File: src/rtl/wpc_pkg.sv
package wpc_pkg;
  localparam int NWAY  = 2;
  localparam int WAY_W = 1;

  typedef enum logic [2:0] {
    ST_IDLE,
    ST_LOOK,
    ST_JUDGE,
    ST_MISS,
    ST_FIX
  } wpc_state_e;

  typedef enum logic [1:0] {
    VD_CONFIRM,
    VD_SWAP,
    VD_MISS
  } wpc_verdict_e;
endpackage

File: src/rtl/wpc_way_ram.sv
module wpc_way_ram #(
  parameter int IDX_W  = 4,
  parameter int TAG_W  = 8,
  parameter int DATA_W = 16
) (
  input  logic              clk,
  input  logic              rd_en,
  input  logic [IDX_W-1:0]  rd_idx,
  input  logic              wr_en,
  input  logic [IDX_W-1:0]  wr_idx,
  input  logic [TAG_W-1:0]  wr_tag,
  input  logic [DATA_W-1:0] wr_data,
  output logic [TAG_W-1:0]  rd_tag,
  output logic [DATA_W-1:0] rd_data
);
  localparam int DEPTH = 1 << IDX_W;
  localparam int ROW_W = TAG_W + DATA_W;

  logic [ROW_W-1:0] mem [DEPTH];
  logic [ROW_W-1:0] q;

  // single write port, single registered read port
  always_ff @(posedge clk) begin
    if (wr_en) mem[wr_idx] <= {wr_tag, wr_data};
    if (rd_en) q <= mem[rd_idx];
  end

  assign rd_tag  = q[ROW_W-1:DATA_W];
  assign rd_data = q[DATA_W-1:0];
endmodule

File: src/rtl/wpc_lookup.sv
module wpc_lookup
  import wpc_pkg::*;
#(
  parameter int TAG_W  = 8,
  parameter int HINT_W = 2
) (
  input  logic [NWAY-1:0]            line_vld,
  input  logic [NWAY-1:0][TAG_W-1:0] line_tag,
  input  logic [TAG_W-1:0]           req_tag,
  output logic [WAY_W-1:0]           hint_way,
  output logic [NWAY-1:0]            tag_hit
);
  logic [NWAY-1:0] hint_hit;

  generate
    for (genvar w = 0; w < NWAY; w++) begin : g_cmp
      assign hint_hit[w] = line_vld[w] && (line_tag[w][HINT_W-1:0] == req_tag[HINT_W-1:0]);
      assign tag_hit[w]  = line_vld[w] && (line_tag[w] == req_tag);
    end
  endgenerate

  // lowest matching way wins, way 0 when none matches
  always_comb begin
    hint_way = '0;
    for (int w = NWAY - 1; w >= 0; w--) begin
      if (hint_hit[w]) hint_way = WAY_W'(w);
    end
  end
endmodule

File: src/rtl/wpc_victim.sv
module wpc_victim
  import wpc_pkg::*;
#(
  parameter int HINT_W = 2
) (
  input  logic [NWAY-1:0]             line_vld,
  input  logic [NWAY-1:0][HINT_W-1:0] line_hint,
  input  logic [HINT_W-1:0]           new_hint,
  input  logic [WAY_W-1:0]            lru_way,
  output logic [WAY_W-1:0]            victim
);
  always_comb begin
    case (line_vld)
      2'b00:   victim = 1'b0;
      2'b01:   victim = (line_hint[0] == new_hint) ? 1'b0 : 1'b1;
      2'b10:   victim = (line_hint[1] == new_hint) ? 1'b1 : 1'b0;
      default: victim = lru_way;
    endcase
  end
endmodule

File: src/rtl/wp_cache.sv
module wp_cache
  import wpc_pkg::*;
#(
  parameter int ADDR_W = 12,
  parameter int IDX_W  = 4,
  parameter int DATA_W = 16,
  parameter int HINT_W = 2
) (
  input  logic              clk,
  input  logic              rst,
  input  logic              req_valid,
  input  logic [ADDR_W-1:0] req_addr,
  output logic              req_ready,
  output logic              early_valid,
  output logic [DATA_W-1:0] early_data,
  output logic              confirm,
  output logic              squash,
  output logic              fix_valid,
  output logic [DATA_W-1:0] fix_data,
  output logic              mem_req_valid,
  output logic [ADDR_W-1:0] mem_req_addr,
  input  logic              mem_rsp_valid,
  input  logic [DATA_W-1:0] mem_rsp_data
);
  localparam int TAG_W = ADDR_W - IDX_W;
  localparam int SETS  = 1 << IDX_W;

  wpc_state_e   st;
  wpc_verdict_e verdict, verdict_q;

  logic [ADDR_W-1:0] req_q;
  logic [IDX_W-1:0]  cur_idx;
  logic [TAG_W-1:0]  cur_tag;
  logic              accept;
  logic              fill_en;

  logic [NWAY-1:0]             vld [SETS];
  logic [SETS-1:0]             lru;
  logic [NWAY-1:0][TAG_W-1:0]  rtag;
  logic [NWAY-1:0][DATA_W-1:0] rdata;
  logic [NWAY-1:0][HINT_W-1:0] rhint;
  logic [NWAY-1:0]             tag_hit;
  logic [WAY_W-1:0]            hint_way, other_way, hit_way, victim;
  logic                        confirm_q, squash_q;
  logic [DATA_W-1:0]           fix_q;

  assign cur_idx = req_q[IDX_W-1:0];
  assign cur_tag = req_q[ADDR_W-1:IDX_W];
  assign accept  = req_valid && (st == ST_IDLE);
  assign fill_en = (st == ST_MISS) && mem_rsp_valid;

  generate
    for (genvar w = 0; w < NWAY; w++) begin : g_way
      wpc_way_ram #(
        .IDX_W (IDX_W),
        .TAG_W (TAG_W),
        .DATA_W(DATA_W)
      ) u_ram (
        .clk    (clk),
        .rd_en  (accept),
        .rd_idx (req_addr[IDX_W-1:0]),
        .wr_en  (fill_en && (victim == WAY_W'(w))),
        .wr_idx (cur_idx),
        .wr_tag (cur_tag),
        .wr_data(mem_rsp_data),
        .rd_tag (rtag[w]),
        .rd_data(rdata[w])
      );
      assign rhint[w] = rtag[w][HINT_W-1:0];
    end
  endgenerate

  wpc_lookup #(
    .TAG_W (TAG_W),
    .HINT_W(HINT_W)
  ) u_lookup (
    .line_vld(vld[cur_idx]),
    .line_tag(rtag),
    .req_tag (cur_tag),
    .hint_way(hint_way),
    .tag_hit (tag_hit)
  );

  wpc_victim #(
    .HINT_W(HINT_W)
  ) u_victim (
    .line_vld (vld[cur_idx]),
    .line_hint(rhint),
    .new_hint (cur_tag[HINT_W-1:0]),
    .lru_way  (lru[cur_idx]),
    .victim   (victim)
  );

  assign other_way = ~hint_way;
  assign hit_way   = tag_hit[1] ? 1'b1 : 1'b0;

  always_comb begin
    if (tag_hit[hint_way])       verdict = VD_CONFIRM;
    else if (tag_hit[other_way]) verdict = VD_SWAP;
    else                         verdict = VD_MISS;
  end

  // control state, valid bits, LRU bits
  always_ff @(posedge clk) begin
    if (rst) begin
      st        <= ST_IDLE;
      confirm_q <= 1'b0;
      squash_q  <= 1'b0;
      verdict_q <= VD_CONFIRM;
      lru       <= '0;
      for (int s = 0; s < SETS; s++) vld[s] <= '0;
    end else begin
      confirm_q <= 1'b0;
      squash_q  <= 1'b0;
      case (st)
        ST_IDLE: if (req_valid) st <= ST_LOOK;
        ST_LOOK: begin
          confirm_q <= (verdict == VD_CONFIRM);
          squash_q  <= (verdict != VD_CONFIRM);
          verdict_q <= verdict;
          if (verdict != VD_MISS) lru[cur_idx] <= ~hit_way;
          st <= ST_JUDGE;
        end
        ST_JUDGE: begin
          case (verdict_q)
            VD_CONFIRM: st <= ST_IDLE;
            VD_SWAP:    st <= ST_FIX;
            default:    st <= ST_MISS;
          endcase
        end
        ST_MISS: begin
          if (mem_rsp_valid) begin
            vld[cur_idx][victim] <= 1'b1;
            lru[cur_idx]         <= ~victim;
            st                   <= ST_FIX;
          end
        end
        default: st <= ST_IDLE;
      endcase
    end
  end

  // datapath registers, no reset needed
  always_ff @(posedge clk) begin
    if (accept) req_q <= req_addr;
    if (st == ST_LOOK) fix_q <= rdata[other_way];
    else if (fill_en)  fix_q <= mem_rsp_data;
  end

  assign req_ready     = (st == ST_IDLE);
  assign early_valid   = (st == ST_LOOK);
  assign early_data    = rdata[hint_way];
  assign confirm       = confirm_q;
  assign squash        = squash_q;
  assign fix_valid     = (st == ST_FIX);
  assign fix_data      = fix_q;
  assign mem_req_valid = (st == ST_MISS);
  assign mem_req_addr  = req_q;
endmodule

File: config.mk
export PLATFORM = sky130hd
export DESIGN_NAME = wp_cache
export DESIGN_NICKNAME = d
export VERILOG_FILES = /design/src/rtl/wpc_pkg.sv /design/src/rtl/wpc_way_ram.sv /design/src/rtl/wpc_lookup.sv /design/src/rtl/wpc_victim.sv /design/src/rtl/wp_cache.sv
export SDC_FILE = /design/constraint.sdc
export NUM_CORES = 1
export LEC_CHECK = 0
export CAP_MARGIN = 10
export CORE_UTILIZATION = 45
export CTS_CLUSTER_DIAMETER = 200
export DETAILED_ROUTE_END_ITERATION = 10
export PLACE_DENSITY = 0.66
export SLEW_MARGIN = 0
export SYNTH_ARGS = -nofsm -noshare
export SYNTH_HDL_FRONTEND = slang
export SYNTH_SLANG_ARGS = --single-unit
export TNS_END_PERCENT = 50
File: constraint.sdc
create_clock -name clk -period 4.5 [get_ports clk]
set_clock_uncertainty 0.15 [all_clocks]
set_input_delay 0.675 -clock clk [delete_from_list [all_inputs] [get_ports clk]]
set_output_delay 0.675 -clock clk [all_outputs]
set_load 0.01 [all_outputs]
==> flow_summary.ini <==
[status]
run_status = finished clean

[detailed_routing]
drcViolationCount = 0
ant_nets = 0
routed_wl_um = 80900
firstDrtPassIters = 5
drt_iter0_drc = 1765
routed_via_density = 5.86
dr_total_vias = 17100
wl_per_cell_um = 27.7

[global_route]
grt-busiest-layer = met2
grt_use_met2 = 0.317
grt_use_met3 = 0.0426
grtUsageMet1 = 0.316
grt_pass1_vias = 17500
grt_max_degree = 66
grt_usage = 0.210
grt_pass1_wl_um = 119000
overflow = 0
antenna_found_initial = 2

[clock_tree]
root_buffer = clkbuf_16
clock_path_buffers = 3
ctsHoldBuffers = 0
htreeDepth = 3
cts_sinks = 903
clk_pin_slew_ns = 0.06
cts_tree = yes
cts_buffers = 90
clock_latency_ns = 0.63

[setup_path]
crit_buf_inv = 2
crit_path_start_kind = flop
crit_arrival_ns = 3.51
path_cells = mux4_2 > a22oi_1 > o41a_4 > o21ai_4 > buf_12 > mux2_2 > clkdlybuf4s50_1
required_ns = 3.67
path_max_fanout = 14
critical-path-top-delay-family = compound AO/OA/AOI/OAI gates
critPathMaxStageDelay_ns = 0.55
criticalPathCategory = reg -> out
critical_path.slowest_cell = mux4_2
cp-end-kind = primary output

[yosys]
synth.area.top_cells = edfxtp_1 (72%), mux4_2 (16%), dfxtp_1 (3.4%), mux2i_1 (0.74%), nor2_1 (0.72%)
synth-edff-count = 844
avgSynthCellArea_um2 = 21.2
synthDistinctLibCells = 47
synth_ff_type = edfxtp_1
synthCells = 1659
synth_top_area_share = 0.722
synth.most_common_cell = edfxtp_1
synthTopCellsByCount = edfxtp_1 (844), mux4_2 (249), nor2_1 (67)
synth_nets = 1691
async_flop_share = 0
synth.largest_area_cell = edfxtp_1
netlist_area_um2 = 35100
seq_area_frac_synth = 0.756
ys_warn_count = 0
ys_ff_latch = 903

[timing]
rsz0062_at_grt = false
fmax_ghz = 0.231
setup_violations = 0
tns_ns = 0
hold_viol_final = 0
worst-slew-pin-transition_ns = 1.18
fin_crit_sh = 0.963
period_minus_slack_ns = 4.33
timing.final.max_slew_violations = 0
relSlewSlack = 0.211
worst_slack_ns = 0.165

[floorplan]
die_x_um = 281
start_util = 0.454
core-area_um2 = 77300
ios = 82
dieArea_um2 = 79100
die-height_um = 281
rows = 102

[hold_path]
hold_class = reg -> reg

[run]
maxCapViolCount = 0

[placement]
pre_cts_ws_ns = 0.390
dp_hpwl_um = 44900
port_buffers = 81
globalplace.congestion = 0.853

[power_and_ir_drop]
p_leak_nw = 13.0
peakVddDrop_v = 0.000279
power.density_nw_per_um2 = 429

[cells_and_area]
drive_gt1_frac = 0.280
finalCoreUtilization = 0.525
layout.nets = 1848
area_growth_pct = 15.7
antenna_cells = 0
==> worst register-to-register path, stage by stage, from the launching register on <==
cell,delay (ns)
dfxtp_2,0.44
buf_4,0.22
mux2i_1,0.09
mux4_2,0.55
o22ai_4,0.38
buf_4,0.35
and2_1,0.53
o21ai_0,0.21
inv_1,0.10
buf_4,0.41
==> cell type report <==
cell class / count / area (um^2)
Fill cell: 5951 / 36700
Multi-Input combinational cell: 608 / 8140
Sequential cell: 903 / 26500
Clock buffer: 103 / 2320
Tap cell: 1040 / 1300
Timing Repair Buffer: 163 / 1670
Inverter: 50 / 188
Clock inverter: 58 / 465
==> metrics by stage <==
step | std cells | hold WS [ns] | power, mW | instance area (um^2)
2_1_floorplan | 1659 | 0.274 | 10.0 | 35100
3_3_place_gp | 2755 | 0.292 | 10.4 | 37600
3_5_place_dp | 2755 | 0.291 | 10.4 | 37600
4_1_cts | 2918 | 0.298 | 17.5 | 40500
5_1_grt | 2925 | 0.319 | 17.9 | 40600
6_report | 2925 | 0.297 | 17.4 | 40600
==> kinds of logic (layout without fill, tap and decap cells) <==
group                  Yosys count  count (layout)  synth area share
XOR/XNOR                        16              16           0.00399
AO/OA/AOI/OAI                  133             134            0.0283
multiplexers                   296             296             0.174
flip-flops                     903             903             0.756
buffers and inverters          149             374            0.0174
AND/OR/NAND/NOR                162             162            0.0207
==> flip-flops by register name, summed over array words and instances (netlist names), named ones only <==
register / flops
confirm: 1
fix_data: 16
verdict_q: 2
lru: 16
vld: 32
st: 3
g_way.u_ram.q: 48
mem_req_addr: 12
g_way.u_ram.mem: 768
squash: 1
==> power by group <==
group          total, mW  internal [mW]  switching (mW)
registers           9.36           9.27          0.0900
logic              0.904          0.396           0.508
clock network       7.17           4.05            3.11
total               17.4           13.7            3.71
==> final timing paths <==
check                 start                        to  slack [ns]  cells past startpoint
setup / recovery       flop             early_data[7]        0.17                      7
hold / removal    vld[1][1]                 vld[1][1]        0.30                      2
setup reg to reg       flop  g_way[1].u_ram.mem[8][2]        0.70                      9
hold reg to reg   vld[1][1]                 vld[1][1]        0.30                      2
==> cells in the final DEF (no fill, tap or decap), types with 14 or more instances in the layout <==
cell and n:
a211oi_2 14, a21oi_1 21, a31oi_1 16, a41o_1 16, buf_12 15, buf_4 64, clkbuf_16 90, clkdlybuf4s50_1 76
clkinv_1 25, clkinv_2 19, dfxtp_1 58, edfxtp_1 844, inv_1 50, mux2_2 21, mux2i_1 26, mux4_2 249
nand2_1 47, nor2_1 51, nor2_4 16, o211ai_1 16, o21ai_0 22
==> layer usage <==
layer / routed length, um / vias to the layer above / part of all wire
met1: 35300 / 9184 / 0.44
met5: 13 / - / 0.00016
met2: 37900 / 669 / 0.47
met3: 6310 / 103 / 0.078
met4: 1350 / 2 / 0.017
li1: - / 7177 / -
==> repair_timing <==
item	CTS	global route
endpoints found under the hold margin	0	0
buffers inserted	1	3
gates cloned	1	0
setup endpoints to repair	16	2
resized for setup	6	0
pin swaps	2	1
Power figures use the tool's default switching activity.
